===== src/rtl/dram_refresh_pkg.sv =====
`timescale 1ns/1ps
package dram_refresh_pkg;

  typedef enum logic [2:0] {
    ST_PAUSE,
    ST_IDLE,
    ST_SETUP,
    ST_RASLO,
    ST_PRECHG
  } seqState_t;

  typedef enum logic [1:0] {
    PH_SETUP,
    PH_RASLO,
    PH_PRECHG
  } phaseSel_t;

  typedef struct packed {
    logic      loadPhase;
    phaseSel_t phaseSel;
    logic      takeRefresh;
    logic      loadWake;
    logic      decWake;
  } dpStrobe_t;

  function automatic int unsigned cycCeil(input int unsigned ns, input int unsigned periodPs);
    return (ns * 1000 + periodPs - 1) / periodPs;
  endfunction

  function automatic int unsigned cycFloor(input int unsigned ns, input int unsigned periodPs);
    return (ns * 1000) / periodPs;
  endfunction

  function automatic int unsigned maxOf(input int unsigned a, input int unsigned b);
    return (a > b) ? a : b;
  endfunction

endpackage


===== src/rtl/dram_refresh_dp.sv =====
`timescale 1ns/1ps
module dram_refresh_dp
  import dram_refresh_pkg::*;
#(
  parameter int unsigned PAUSE_CYC   = 25000,
  parameter int unsigned SETUP_CYC   = 1,
  parameter int unsigned RASLO_CYC   = 5,
  parameter int unsigned PRECHG_CYC  = 4,
  parameter int unsigned REFRESH_CYC = 1953,
  parameter int unsigned WAKE_CYCLES = 8,
  parameter int unsigned MAX_PENDING = 4
) (
  input  logic       clk,
  input  logic       rst_n,
  input  dpStrobe_t  strobe,
  input  logic       initDone,
  output logic       phaseDone,
  output logic       wakeLast,
  output logic       pendNz,
  output logic       overflow
);

  localparam int unsigned MAX_PH = maxOf(maxOf(PAUSE_CYC, SETUP_CYC), maxOf(RASLO_CYC, PRECHG_CYC));
  localparam int unsigned PH_W   = $clog2(MAX_PH + 1);
  localparam int unsigned WK_W   = $clog2(WAKE_CYCLES + 1);
  localparam int unsigned TM_W   = $clog2(REFRESH_CYC);
  localparam int unsigned PD_W   = $clog2(MAX_PENDING + 1);

  logic [PH_W-1:0] phaseCnt;
  logic [PH_W-1:0] phaseLen;
  logic [WK_W-1:0] wakeCnt;
  logic [TM_W-1:0] timerCnt;
  logic [PD_W-1:0] pendCnt;
  logic            tick;

  // duration of the phase being entered, minus one
  always_comb begin
    case (strobe.phaseSel)
      PH_SETUP:  phaseLen = PH_W'(SETUP_CYC - 1);
      PH_RASLO:  phaseLen = PH_W'(RASLO_CYC - 1);
      default:   phaseLen = PH_W'(PRECHG_CYC - 1);
    endcase
  end

  // shared down counter: power-up pause first, then each strobe phase
  always_ff @(posedge clk or negedge rst_n) begin
    if (!rst_n)                 phaseCnt <= PH_W'(PAUSE_CYC - 1);
    else if (strobe.loadPhase)  phaseCnt <= phaseLen;
    else if (phaseCnt != '0)    phaseCnt <= phaseCnt - 1'b1;
  end
  assign phaseDone = (phaseCnt == '0);

  always_ff @(posedge clk or negedge rst_n) begin
    if (!rst_n)                wakeCnt <= '0;
    else if (strobe.loadWake)  wakeCnt <= WK_W'(WAKE_CYCLES);
    else if (strobe.decWake)   wakeCnt <= wakeCnt - 1'b1;
  end
  assign wakeLast = (wakeCnt == WK_W'(1));

  // interval timer runs only once the memory is ready
  assign tick = initDone && (timerCnt == TM_W'(REFRESH_CYC - 1));

  always_ff @(posedge clk or negedge rst_n) begin
    if (!rst_n)         timerCnt <= '0;
    else if (!initDone) timerCnt <= '0;
    else if (tick)      timerCnt <= '0;
    else                timerCnt <= timerCnt + 1'b1;
  end

  assign overflow = tick && (pendCnt == PD_W'(MAX_PENDING)) && !strobe.takeRefresh;

  always_ff @(posedge clk or negedge rst_n) begin
    if (!rst_n)                   pendCnt <= '0;
    else if (!initDone || overflow) pendCnt <= '0;
    else begin
      case ({tick, strobe.takeRefresh})
        2'b10:   pendCnt <= pendCnt + 1'b1;
        2'b01:   pendCnt <= pendCnt - 1'b1;
        default: pendCnt <= pendCnt;
      endcase
    end
  end
  assign pendNz = (pendCnt != '0);

endmodule


===== src/rtl/dram_refresh_ctrl.sv =====
`timescale 1ns/1ps
module dram_refresh_ctrl
  import dram_refresh_pkg::*;
(
  input  logic       clk,
  input  logic       rst_n,
  input  logic       refGrant,
  input  logic       phaseDone,
  input  logic       wakeLast,
  input  logic       pendNz,
  input  logic       overflow,
  output dpStrobe_t  strobe,
  output logic       initDone,
  output logic       refErr,
  output logic       refReq,
  output logic       refBusy,
  output logic       rasN,
  output logic       casLow
);

  seqState_t state, nextState;
  logic      waking, reWake;
  logic      startWake, finishWake;

  always_comb begin
    nextState  = state;
    strobe     = '0;
    startWake  = 1'b0;
    finishWake = 1'b0;
    case (state)
      ST_PAUSE: begin
        if (phaseDone) begin
          nextState       = ST_SETUP;
          strobe.loadPhase = 1'b1;
          strobe.phaseSel  = PH_SETUP;
          strobe.loadWake  = 1'b1;
          startWake        = 1'b1;
        end
      end
      ST_IDLE: begin
        if (reWake) begin
          nextState        = ST_SETUP;
          strobe.loadPhase = 1'b1;
          strobe.phaseSel  = PH_SETUP;
          strobe.loadWake  = 1'b1;
          startWake        = 1'b1;
        end else if (initDone && pendNz && refGrant) begin
          nextState          = ST_SETUP;
          strobe.loadPhase   = 1'b1;
          strobe.phaseSel    = PH_SETUP;
          strobe.takeRefresh = 1'b1;
        end
      end
      ST_SETUP: begin
        if (phaseDone) begin
          nextState        = ST_RASLO;
          strobe.loadPhase = 1'b1;
          strobe.phaseSel  = PH_RASLO;
        end
      end
      ST_RASLO: begin
        if (phaseDone) begin
          nextState        = ST_PRECHG;
          strobe.loadPhase = 1'b1;
          strobe.phaseSel  = PH_PRECHG;
        end
      end
      ST_PRECHG: begin
        if (phaseDone) begin
          if (waking && !wakeLast) begin
            nextState        = ST_SETUP;
            strobe.loadPhase = 1'b1;
            strobe.phaseSel  = PH_SETUP;
            strobe.decWake   = 1'b1;
          end else begin
            nextState  = ST_IDLE;
            finishWake = waking;
          end
        end
      end
      default: nextState = ST_PAUSE;
    endcase
  end

  always_ff @(posedge clk or negedge rst_n) begin
    if (!rst_n) begin
      state    <= ST_PAUSE;
      waking   <= 1'b0;
      reWake   <= 1'b0;
      initDone <= 1'b0;
      refErr   <= 1'b0;
    end else begin
      state <= nextState;
      if (startWake)       waking <= 1'b1;
      else if (finishWake) waking <= 1'b0;
      if (overflow)        reWake <= 1'b1;
      else if (startWake)  reWake <= 1'b0;
      if (overflow)        initDone <= 1'b0;
      else if (finishWake) initDone <= 1'b1;
      if (overflow)        refErr <= 1'b1;
    end
  end

  assign rasN    = (state != ST_RASLO);
  assign casLow  = (state == ST_SETUP) || (state == ST_RASLO);
  assign refBusy = (state != ST_IDLE);
  assign refReq  = (state == ST_IDLE) && initDone && pendNz && !reWake;

endmodule


===== src/rtl/dram_refresh_seq.sv =====
`timescale 1ns/1ps
module dram_refresh_seq
  import dram_refresh_pkg::*;
#(
  parameter int unsigned CLK_PERIOD_PS = 8000,
  parameter int unsigned PAUSE_NS      = 200000,
  parameter int unsigned REFRESH_NS    = 15625,
  parameter int unsigned CAS_SETUP_NS  = 8,
  parameter int unsigned RAS_LOW_NS    = 35,
  parameter int unsigned PRECHG_NS     = 25,
  parameter int unsigned WAKE_CYCLES   = 8,
  parameter int unsigned MAX_PENDING   = 4
) (
  input  logic       clk,
  input  logic       rst_n,
  input  logic       refGrant,
  output logic       refReq,
  output logic       refBusy,
  output logic       initDone,
  output logic       refErr,
  output logic       rasN,
  output logic [1:0] casN,
  output logic       weN
);

  localparam int unsigned PAUSE_CYC   = cycCeil(PAUSE_NS, CLK_PERIOD_PS);
  localparam int unsigned SETUP_CYC   = cycCeil(CAS_SETUP_NS, CLK_PERIOD_PS);
  localparam int unsigned RASLO_CYC   = cycCeil(RAS_LOW_NS, CLK_PERIOD_PS);
  localparam int unsigned PRECHG_CYC  = cycCeil(PRECHG_NS, CLK_PERIOD_PS);
  localparam int unsigned REFRESH_RAW = cycFloor(REFRESH_NS, CLK_PERIOD_PS);
  localparam int unsigned REFRESH_CYC = (REFRESH_RAW < 2) ? 2 : REFRESH_RAW;

  dpStrobe_t strobe;
  logic      phaseDone, wakeLast, pendNz, overflow, casLow;

  dram_refresh_ctrl u_ctrl (
    .clk       (clk),
    .rst_n     (rst_n),
    .refGrant  (refGrant),
    .phaseDone (phaseDone),
    .wakeLast  (wakeLast),
    .pendNz    (pendNz),
    .overflow  (overflow),
    .strobe    (strobe),
    .initDone  (initDone),
    .refErr    (refErr),
    .refReq    (refReq),
    .refBusy   (refBusy),
    .rasN      (rasN),
    .casLow    (casLow)
  );

  dram_refresh_dp #(
    .PAUSE_CYC   (PAUSE_CYC),
    .SETUP_CYC   (SETUP_CYC),
    .RASLO_CYC   (RASLO_CYC),
    .PRECHG_CYC  (PRECHG_CYC),
    .REFRESH_CYC (REFRESH_CYC),
    .WAKE_CYCLES (WAKE_CYCLES),
    .MAX_PENDING (MAX_PENDING)
  ) u_dp (
    .clk       (clk),
    .rst_n     (rst_n),
    .strobe    (strobe),
    .initDone  (initDone),
    .phaseDone (phaseDone),
    .wakeLast  (wakeLast),
    .pendNz    (pendNz),
    .overflow  (overflow)
  );

  assign casN = {2{~casLow}};
  assign weN  = 1'b1;

endmodule


===== config.mk =====
export PLATFORM = sky130hd
export DESIGN_NAME = dram_refresh_seq
export DESIGN_NICKNAME = d
export VERILOG_FILES = /design/src/rtl/dram_refresh_pkg.sv /design/src/rtl/dram_refresh_dp.sv /design/src/rtl/dram_refresh_ctrl.sv /design/src/rtl/dram_refresh_seq.sv
export SDC_FILE = /design/constraint.sdc
export NUM_CORES = 1
export LEC_CHECK = 0
export CORE_UTILIZATION = 30
export DETAILED_ROUTE_END_ITERATION = 10
export PLACE_DENSITY = 0.52
export RECOVER_POWER = 100
export SLEW_MARGIN = 25
export SYNTH_ARGS = -nofsm -noshare
export SYNTH_HDL_FRONTEND = slang
export SYNTH_HIERARCHICAL = 1
export SYNTH_SLANG_ARGS = --single-unit

===== constraint.sdc =====
create_clock -name clk -period 4.45 [get_ports clk]
set_input_delay 0.89 -clock clk [delete_from_list [all_inputs] [get_ports clk]]
set_output_delay 0.89 -clock clk [all_outputs]
set_load 0.05 [all_outputs]

==> key figures <==
Pwr
  – Leak: 1.05 nW
  – Worst ir drop on vdd: 0.102 mV
  – Pwr dens: 237 nW/µm²

Timing
  – Final setup viols: 0
  – Setup TNS: 0 ps
  – Final min period: 3550 ps
  – Worst-margin pin slew: 1310 ps
  – Period utilization: 79.7%
  – Final Slew Violations: 0
  – Unrepaired setup endpoints after global routing: false
  – Max_slew headroom: 12.9%
  – F_max: 282 MHz
  – Final worst slack: 904 ps
  – Hold Fails Final Rpt: 0
  – Worst Clk Skew: 6.37 ps

Critical path
  – CP cell instances: or4_1, nor4_4, and2_0, nand2b_2, a21o_1, o211ai_1, or4_1, nor4_1, or4_1, a21oi_1
  – Instance count on the critical path: 10
  – CP Capture Type: register
  – Crit-path slowest cell: or4_1
  – Critical Path Most Common Cell: or4_1
  – CP arrival: 3760 ps
  – Required time of the critical path: 4660 ps
  – R2r worst-path depth: 10
  – Crit Path Class: reg -> reg
  – Critical path launch point type: register
  – Max FO, Critical Path: 9
  – CP peak stage delay: 610 ps
  – CP delay by family, top: simple AND/OR/NAND/NOR gates
  – Buf/Inv on CP: 0

Floorplanning
  – Die ar.: 8110 µm²
  – IO Count: 11
  – Die Y: 90.0 µm
  – Chip width: 90.0 µm
  – CORE AREA: 7370 µm²
  – Initial core utilization: 31.5%
  – Number of placement rows: 31

Synthesis
  – Sequential area share after synthesis: 43.5%
  – Cells taking the most area after synthesis: dfrtp_1, dfstp_2, nor2_1
  – Post-synth net total: 249
  – Synth warn: 6
  – Syn_area_per_cell: 9.69 µm²
  – Post-synth EDFFs: 0
  – Yosys top cell area share: 34.4%
  – Post-synthesis cell area: 2320 µm²
  – Primary FF master, synth: dfrtp_1
  – Share of synthesized registers carrying an async set or reset: 100%
  – FF+latch count, synth: 40
  – Cell variety after synth: 59
  – Leading area contributor after synthesis: dfrtp_1
  – Mapped Cells: 240

Drt
  – Vias/cell: 5.07
  – First-pass detailed-route iteration total: 4
  – Final ANT Viol Nets: 0
  – Wirelength per Cell: 12.9 µm
  – Iteration-0 DRC Markers: 71
  – Drc violations: 0
  – Total wire length: 4530 µm
  – Via Count: 1,775

Global route
  – Vias in the first global route: 1,667
  – Global-route wire length before repair: 7650 µm
  – Initial antenna violation count: 0
  – Tot GR Track Use: 11.6%
  – GRT overflow: 0
  – Pin count of the biggest net entering global routing: 41

Final layout
  – Most common cell after layout, fill and taps aside: dfrtp_1
  – Antenna Cells: 0
  – FILL cells: 784
  – Area taken by multi-input logic gates: 1200 µm²
  – Layout cells sized above 1: 10.8%
  – Layout area overhead: 10.0%
  – Total area of sequential cells: 1010 µm²
  – Final layout net count: 260
  – Final core utilization: 34.7%
  – Commonest non-fill, non-tap cells in the layout: dfrtp_1, nor2_1, nand2_1, inv_1, or3_1

CTS
  – Clk pin slew, worst setup/hold paths: 80 ps
  – Clk buf depth: 2
  – TritonCTS buffer count: 5
  – Post-CTS sizing: 0
  – Hold_buf cts: 0
  – Num Clock Sinks: 40
  – CTS tree: yes
  – Clock Tree Root: clkbuf_8
  – Post-CTS Setup Inserts: 0
  – Htree depth: 2
  – Skew-Pair Late Insertion Delay: 290 ps

Outcome
  – Run status: finished, final reports clean

Min path
  – WHS Path Cells: 1
  – Hold WC Path Type: reg -> reg

Run
  – Max cap viols: 0

Place
  – Gpl congestion: 0.750
  – Final HPWL DP: 3100 µm
  – Worst slack, placed: 1160 ps
  – I/O Buffers: 9
## per-layer routing
metal	wire, µm	GRT usage [%]	up-vias	part of all wire (%)
met5	0	0	-	0
met4	35	3.23	0	0.77
met3	145	2.79	4	3.2
met2	2000	17.7	24	44
met1	2340	16.2	861	52
li1	-	-	886	-
## report_power, final
group / internal [W] / total, W / switching, W
combinational: 0.00000113 / 0.0000103 / 0.00000920
sequential: 0.000363 / 0.000363 / 0
clock: 0.000106 / 0.000233 / 0.000127
## final timing paths
check                            startpoint                 to  slack, ps
max in group asynchronous             rst_n    u_ctrl/state[2]       2040
min in group asynchronous             rst_n  u_dp/phaseCnt[10]        720
max                        u_dp/phaseCnt[3]  u_dp/phaseCnt[11]        900
max reg2reg                u_dp/phaseCnt[3]  u_dp/phaseCnt[11]        900
min reg2reg                   u_ctrl/refErr      u_ctrl/refErr        480
min                           u_ctrl/refErr      u_ctrl/refErr        480
## metrics by stage
step	instances	total power (W)	instance area (µm²)	hold slack (ps)
final	350	0.000607	2560	476
after global routing	350	0.000631	2560	489
after CTS	349	0.000619	2580	481
after detailed placement	342	0.000382	2500	458
after global placement	342	0.000381	2500	455
after floorplan	240	0.000373	2320	446
## synth_stat cells (3+ instances only)
master	instances
dfrtp_1	32
nor2b_1	6
mux2_2	3
nor4_1	5
xnor2_1	7
or4_1	5
nand2b_1	4
a211oi_1	3
a21o_1	3
a21oi_1	7
o21ai_0	5
inv_1	12
or3_1	10
a31oi_1	3
nand2_1	20
dfstp_2	8
ha_1	5
nor2_1	21
xor2_1	7
nor3_1	8
nor3b_1	4
and3_1	5
nand4_1	4
clkbuf_1	3
o31ai_1	5
buf_4	3
## layout make-up
cell class                 instances  area share, %
clock buffer                       5           2.69
multi-input combinational        181           47.0
clock inverter                     2          0.489
inverter                          12           1.76
tap                               99           4.84
timing repair buffer              11           3.72
sequential                        40           39.5
## state kept, by name (all words and copies together) (netlist names)
name and count:
u_ctrl/initDone 1, u_ctrl/reWake 1, u_ctrl/refErr 1, u_ctrl/state 3, u_ctrl/waking 1, u_dp/pendCnt 3, u_dp/phaseCnt 15, u_dp/timerCnt 11
u_dp/wakeCnt 4
## cells by family (layout without fill, tap and decap cells)
logic type      after synthesis  in the layout  synth area share [%]
other cells                   1              1                 0.161
mux                           4              4                  1.94
compound gates               42             42                  12.4
fa+ha+maj                     6              6                  3.55
buf+inv                      19             30                  3.87
simple gates                114            114                  29.3
xor+xnor                     14             14                  5.27
flops                        40             40                  43.5
(Power assumes the default switching activity.)
